==> src/rtl/scl_gen_pkg.sv <==
package scl_gen_pkg;
    typedef enum logic [1:0] {
        ST_IDLE = 2'd0,
        ST_LOW  = 2'd1,
        ST_HIGH = 2'd2
    } scl_state_e;
endpackage

==> src/rtl/scl_div_stage.sv <==
// One down-counting divider stage: reloads on wrap, emits one pulse per wrap.
module scl_div_stage #(
    parameter int W = 2
) (
    input  logic         clk,
    input  logic         rst_n,
    input  logic         run,
    input  logic         step,
    input  logic [W-1:0] reload_val,
    output logic         wrap
);
    logic [W-1:0] cnt_q;

    assign wrap = run && step && (cnt_q == '0);

    always_ff @(posedge clk or negedge rst_n) begin
        if (!rst_n) begin
            cnt_q <= '0;
        end else if (!run) begin
            cnt_q <= reload_val;
        end else if (step) begin
            if (cnt_q == '0) cnt_q <= reload_val;
            else             cnt_q <= cnt_q - 1'b1;
        end
    end

    // a running count never exceeds the frozen divisor
    a_r3_cnt_within_reload: assert property (@(posedge clk) disable iff (!rst_n)
        run |-> (cnt_q <= reload_val));
endmodule

==> src/rtl/scl_frame_fsm.sv <==
// Sequences the tick slots of one SCL frame and produces the phase strobes.
module scl_frame_fsm
    import scl_gen_pkg::*;
#(
    parameter int FRAME_TICKS = 22
) (
    input  logic clk,
    input  logic rst_n,
    input  logic enable,
    input  logic tick,
    output logic running,
    output logic scl_level,
    output logic rise_stb,
    output logic sample_stb,
    output logic fall_stb,
    output logic drive_stb
);
    localparam int PH_W      = $clog2(FRAME_TICKS);
    localparam int HALF      = FRAME_TICKS / 2;
    localparam logic [PH_W-1:0] LAST_PH   = PH_W'(FRAME_TICKS - 1);
    localparam logic [PH_W-1:0] LOW_END   = PH_W'(HALF - 1);
    localparam logic [PH_W-1:0] HIGH_AT   = PH_W'(HALF);
    localparam logic [PH_W-1:0] PRE_DRIVE = PH_W'(HALF / 2 - 1);
    localparam logic [PH_W-1:0] PRE_SAMP  = PH_W'(HALF + HALF / 2 - 1);

    scl_state_e      state_q, state_d;
    logic [PH_W-1:0] phase_q, phase_d;

    // next-state logic
    always_comb begin
        state_d = state_q;
        phase_d = phase_q;
        unique case (state_q)
            ST_IDLE: begin
                phase_d = '0;
                if (enable) state_d = ST_LOW;        // start
            end
            ST_LOW: begin
                if (!enable) begin
                    state_d = ST_IDLE;               // stop
                    phase_d = '0;
                end else if (tick) begin
                    if (phase_q == LOW_END) state_d = ST_HIGH;  // rise
                    phase_d = phase_q + 1'b1;
                end
            end
            ST_HIGH: begin
                if (!enable) begin
                    state_d = ST_IDLE;               // stop
                    phase_d = '0;
                end else if (tick) begin
                    if (phase_q == LAST_PH) begin
                        state_d = ST_LOW;            // fall
                        phase_d = '0;
                    end else begin
                        phase_d = phase_q + 1'b1;
                    end
                end
            end
            default: begin
                state_d = ST_IDLE;
                phase_d = '0;
            end
        endcase
    end

    // state register
    always_ff @(posedge clk or negedge rst_n) begin
        if (!rst_n) begin
            state_q <= ST_IDLE;
            phase_q <= '0;
        end else begin
            state_q <= state_d;
            phase_q <= phase_d;
        end
    end

    // output register: strobes line up with the slot they announce
    always_ff @(posedge clk or negedge rst_n) begin
        if (!rst_n) begin
            rise_stb   <= 1'b0;
            fall_stb   <= 1'b0;
            drive_stb  <= 1'b0;
            sample_stb <= 1'b0;
        end else begin
            rise_stb   <= (state_q == ST_LOW)  && (state_d == ST_HIGH);
            fall_stb   <= (state_q == ST_HIGH) && (state_d == ST_LOW);
            drive_stb  <= enable && tick && (state_q == ST_LOW)  && (phase_q == PRE_DRIVE);
            sample_stb <= enable && tick && (state_q == ST_HIGH) && (phase_q == PRE_SAMP);
        end
    end

    assign scl_level = (state_q != ST_LOW);
    assign running   = (state_q != ST_IDLE);

    // the high state only ever covers the second half of the frame
    a_r4_high_in_second_half: assert property (@(posedge clk) disable iff (!rst_n)
        (state_q == ST_HIGH) |-> (phase_q >= HIGH_AT));
    // a rise strobe coincides with a released line
    a_r5_rise_when_high: assert property (@(posedge clk) disable iff (!rst_n)
        rise_stb |-> scl_level);
    // a fall strobe coincides with a driven-low line
    a_r6_fall_when_low: assert property (@(posedge clk) disable iff (!rst_n)
        fall_stb |-> !scl_level);
    // the drive point sits in the low half, the sample point in the high half
    a_r7_points_in_phase: assert property (@(posedge clk) disable iff (!rst_n)
        (drive_stb |-> !scl_level) and (sample_stb |-> scl_level));
endmodule

==> src/rtl/scl_rate_gen.sv <==
// Top: freezes the divisors, cascades the two dividers and drives the frame FSM.
module scl_rate_gen
    import scl_gen_pkg::*;
#(
    parameter int A_W         = 2,
    parameter int B_W         = 6,
    parameter int B_LSB       = 8,
    parameter int FRAME_TICKS = 22
) (
    input  logic        clk,
    input  logic        rst_n,
    input  logic        enable,
    input  logic [15:0] ctrl_word,
    output logic        scl_level,
    output logic        rise_stb,
    output logic        sample_stb,
    output logic        fall_stb,
    output logic        drive_stb
);
    localparam int A_LSB  = B_LSB + B_W;
    localparam int CTRL_W = A_LSB + A_W;

    logic [A_W-1:0] div_a_q, div_a_eff, field_a;
    logic [B_W-1:0] div_b_q, div_b_eff, field_b;
    logic           running, pre_wrap, tick;
    logic           ctrl_unused;

    assign field_a     = ctrl_word[A_LSB +: A_W];
    assign field_b     = ctrl_word[B_LSB +: B_W];
    assign ctrl_unused = ^{ctrl_word[B_LSB-1:0], 1'b0};

    // divisors track the fields while idle and freeze once running
    always_ff @(posedge clk or negedge rst_n) begin
        if (!rst_n) begin
            div_a_q <= '0;
            div_b_q <= '0;
        end else if (!running) begin
            div_a_q <= field_a;
            div_b_q <= field_b;
        end
    end

    assign div_a_eff = running ? div_a_q : field_a;
    assign div_b_eff = running ? div_b_q : field_b;

    scl_div_stage #(.W(A_W)) u_prescale (
        .clk        (clk),
        .rst_n      (rst_n),
        .run        (running),
        .step       (1'b1),
        .reload_val (div_a_eff),
        .wrap       (pre_wrap)
    );

    scl_div_stage #(.W(B_W)) u_tick_div (
        .clk        (clk),
        .rst_n      (rst_n),
        .run        (running),
        .step       (pre_wrap),
        .reload_val (div_b_eff),
        .wrap       (tick)
    );

    scl_frame_fsm #(.FRAME_TICKS(FRAME_TICKS)) u_frame (
        .clk        (clk),
        .rst_n      (rst_n),
        .enable     (enable),
        .tick       (tick),
        .running    (running),
        .scl_level  (scl_level),
        .rise_stb   (rise_stb),
        .sample_stb (sample_stb),
        .fall_stb   (fall_stb),
        .drive_stb  (drive_stb)
    );

    initial begin
        a_r3_ctrl_width: assert (CTRL_W == 16);
    end

    // once enable has been seen low, the line is released and quiet
    a_r1_idle_released: assert property (@(posedge clk) disable iff (!rst_n)
        !$past(enable) |-> (scl_level && !rise_stb && !fall_stb && !drive_stb && !sample_stb));
    // the frozen divisors do not move while running
    a_r8_div_frozen: assert property (@(posedge clk) disable iff (!rst_n)
        (running && $past(running)) |-> ($stable(div_a_q) && $stable(div_b_q)));
    // strobes are mutually exclusive
    a_r10_one_strobe: assert property (@(posedge clk) disable iff (!rst_n)
        $onehot0({rise_stb, fall_stb, drive_stb, sample_stb}));
endmodule

==> config.mk <==
export PLATFORM = sky130hd
export DESIGN_NAME = scl_rate_gen
export DESIGN_NICKNAME = d
export VERILOG_FILES = /design/src/rtl/scl_gen_pkg.sv /design/src/rtl/scl_div_stage.sv /design/src/rtl/scl_frame_fsm.sv /design/src/rtl/scl_rate_gen.sv
export SDC_FILE = /design/constraint.sdc
export NUM_CORES = 1
export LEC_CHECK = 0
export CAP_MARGIN = 20
export CORE_UTILIZATION = 40
export DETAILED_ROUTE_END_ITERATION = 8
export DONT_BUFFER_PORTS = 1
export HOLD_SLACK_MARGIN = 0.1
export PLACE_DENSITY = 0.59
export SLEW_MARGIN = 40
export SYNTH_ARGS = -nofsm -noshare
export SYNTH_HDL_FRONTEND = slang
export SYNTH_HIERARCHICAL = 1
export SYNTH_SLANG_ARGS = --single-unit
export TNS_END_PERCENT = 5
==> constraint.sdc <==
create_clock -name clk -period 5.18 [get_ports clk]
set_input_delay 0.259 -clock clk [delete_from_list [all_inputs] [get_ports clk]]
set_output_delay 0.259 -clock clk [all_outputs]
set_load 0.02 [all_outputs]
==> flow_metrics.py <==
metrics = {
    "global_routing": {
        "grt_max_degree": 28,
        "grt_util_all_layers_pct": 15.2,
        "grt_pass1_vias": 1157,
        "antenna_found_initial": 0,
        "grt_pass1_wl_um": 5160,
        "overflow": 0,
    },
    "clocking": {
        "clock_latency_ns": 0.26,
        "cts.sinks": 27,
        "path_clk_slew_ns": 0.09,
        "cts_tree": "built",
        "clk_path_buf_depth": 2,
        "htreeDepth": 1,
        "cts_buffers": 3,
        "postCtsSetupBuffers": 0,
        "root_buffer": "clkbuf_8",
    },
    "finish": {
        "fin_nets": 189,
        "final_area_um2": 1730,
        "seqCellArea_um2": 676,
        "fillCellCount": 369,
        "layout.cells.non_filler": 206,
        "final_cell_mix": "dfrtp_1 (27), inv_1 (14), ha_1 (11)",
        "multi_input_area_um2": 851,
        "mostFrequentLayoutCell": "dfrtp_1",
        "n_antenna_cell": 0,
        "area_growth_pct": 7.96,
        "drive_above_1_share_pct": 17.1,
    },
    "logic_synthesis": {
        "synth_top_area_cell": "dfrtp_1",
        "ys.flop_type": "dfrtp_1",
        "yosys-top-cells-area": "dfrtp_1 (42%), ha_1 (8.6%), mux2_4 (7.5%)",
        "ys_seq_area_share_pct": 42.2,
        "avgSynthCellArea_um2": 10.5,
        "ys_ff_latch": 27,
        "synth_cells": 152,
        "async_reset_ff_share_pct": 100,
        "synthDistinctLibCells": 47,
        "synth_edf_count": 0,
        "netlist.area_leader.share_pct": 42.2,
        "netlist_area_um2": 1600,
        "ys_warn_count": 6,
    },
    "detailed_routing": {
        "drc_errors": 0,
        "num_vias": 1156,
        "drt-total-wl_um": 2850,
        "routedWlPerCell_um": 13.8,
        "first_pass_iters": 4,
        "via_per_inst": 5.61,
        "ant_nets": 0,
        "drt-initial-drc-count": 49,
    },
    "timing": {
        "skew_ns": 0.00548,
        "final_hold_viol_count": 0,
        "worst_slack_ns": 2.15,
        "setup_viol": 0,
        "fin_hold_ws_ns": 0.149,
        "grt_setup_unrepaired": "false",
        "layout_worst_path_cycle_share_pct": 58.5,
        "finalSetupTns_ns": 0,
        "fin_crit_ns": 3.03,
        "slew_violations": 0,
        "fmax_mhz": 330,
    },
    "placement": {
        "post-place-ws_ns": 2.18,
        "dpl.hpwl_um": 2050,
        "postPlaceCellArea_um2": 1650,
        "gp_congestion": 0.797,
        "place.port_buffers": 0,
        "dp_cells": 200,
    },
    "worst_setup_path": {
        "cp_cell_sequence": "inv_1 > ha_1 > inv_1 > buf_4 > inv_1 > nor3_1 > buf_4 > and3_1 > and4b_1 > and4b_2 > o211ai_1 > nor4_1",
        "crit_type": "reg -> reg",
        "slowest_delay_ns": 0.46,
        "critPathArrivalTime_ns": 3.19,
        "cp_common_cell": "inv_1",
        "critical_path_buf_inv_count": 5,
        "crit_path_max_fanout": 23,
        "end_kind": "flip-flop",
        "cp_slowest_cell": "dfrtp_1",
        "crit_required_ns": 5.34,
        "cp-start-kind": "flip-flop",
        "crit_family": "simple AND/OR/NAND/NOR gates",
    },
    "power_and_ir_drop": {
        "p_leak_nw": 0.810,
        "max-vdd-ir-drop_mv": 0.151,
        "pwr_density_cell_nw_per_um2": 463,
    },
    "floorplanning": {
        "io_pins": 24,
        "die_h_um": 65.3,
        "core_area_um2": 3740,
        "chipWidth_um": 65.3,
        "start_util_pct": 42.8,
        "die_area_um2": 4260,
        "fp-row-count": 22,
    },
    "outcome": {
        "status": "finished, final reports clean",
    },
    "flow_run": {
        "drv_cap": 0,
    },
    "min_path": {
        "min_path_type": "in -> reg",
    },
}
## final cells by class
class | instances | share of cell area (%)
repair buffers | 4 | 2.60
flip-flops and latches | 27 | 39.0
inverters | 14 | 3.04
multi-input cells | 109 | 49.2
clock buffers | 3 | 2.39
clock inverters | 1 | 0.289
well taps | 48 | 3.47
## metal layers
| metal | track usage [%] | routed length (um) | share of wire (%) | vias to the layer above |
|---|---|---|---|---|
| li1 | - | - | - | 555 |
| met1 | 19.7 | 1380 | 48 | 577 |
| met2 | 26.4 | 1330 | 47 | 22 |
| met3 | 2.43 | 118 | 4.1 | 2 |
| met4 | 3.26 | 22 | 0.77 | 0 |
| met5 | 0 | 0 | 0 | - |
## metrics by stage
stage / utilization (%) / total power, mW
3_3_place_gp: 44.2 / 0.674
2_1_floorplan: - / 0.622
4_1_cts: 46.2 / 0.812
3_5_place_dp: 44.2 / 0.685
5_1_grt: 46.2 / 0.873
6_report: 46.2 / 0.802
## kinds of logic (layout without fill, tap and decap cells)
kind of cell	after synthesis	in the layout	synth area share, %
simple gates	53	53	21.8
compound gates	34	34	14.5
flops	27	27	42.2
buf+inv	18	22	5.23
fa+ha+maj	11	11	8.59
mux	8	8	7.49
other cells	1	3	0.234
## where the power goes
group / total (mW) / switching (mW) / internal (mW)
sequential: 0.329 / 0.0512 / 0.278
clock: 0.115 / 0.0615 / 0.0537
combinational: 0.358 / 0.190 / 0.168
total: 0.802 / 0.303 / 0.499
## registers in the layout, summed over array words and instances, names as in the netlist
| name | count |
|---|---|
| div_b_q | 6 |
| u_tick_div/cnt_q | 6 |
| u_frame/phase_q | 5 |
| div_a_q | 2 |
| u_frame/state_q | 2 |
| u_prescale/cnt_q | 2 |
| u_frame/drive_stb | 1 |
| u_frame/fall_stb | 1 |
| u_frame/rise_stb | 1 |
| u_frame/sample_stb | 1 |
## Yosys cell counts, types with 2 or more instances
library cell and number:
a21o_1 2, nand3_1 8, o22ai_1 3, nor2_1 4, mux2_4 8, nand3b_1 3
and4b_1 3, nand2_1 9, dfrtp_1 27, ha_1 11, inv_1 14, buf_6 2
nor3_1 4, nor4b_1 2, o21ai_0 7, nand2b_1 3, a21oi_1 8, nand4_1 3
o211ai_1 2, and4b_2 2
## worst register-to-register path: cells and delay by family (launching register included)
family                   cells  cell delay (ns)
flip-flops                   1             0.46
AND/OR/NAND/NOR              5             1.39
AO/OA/AOI/OAI                1             0.11
adder cells (fa/ha/maj)      1             0.24
buffers and inverters        5             0.73
## repair_timing
item | CTS | global route
resized for setup | 0 | 0
hold buffers | 2 | 0
hold endpoints to repair | 27 | 0
## worst paths after layout
path | from | to | slack, ns | cells after the start
worst max-delay path | u_frame/state_q[0] | u_frame/rise_stb | 2.15 | 12
worst min-delay path | ctrl_word[9] | div_b_q[1] | 0.15 | 1
worst max register to register | u_frame/state_q[0] | u_frame/rise_stb | 2.15 | 12
worst min register to register | div_a_q[1] | div_a_q[1] | 0.50 | 1
max in group asynchronous | rst_n | u_frame/phase_q[4] | 4.60 | 2
min in group asynchronous | rst_n | div_a_q[1] | 0.42 | 2
No activity file was read; power rests on OpenSTA's default activity.
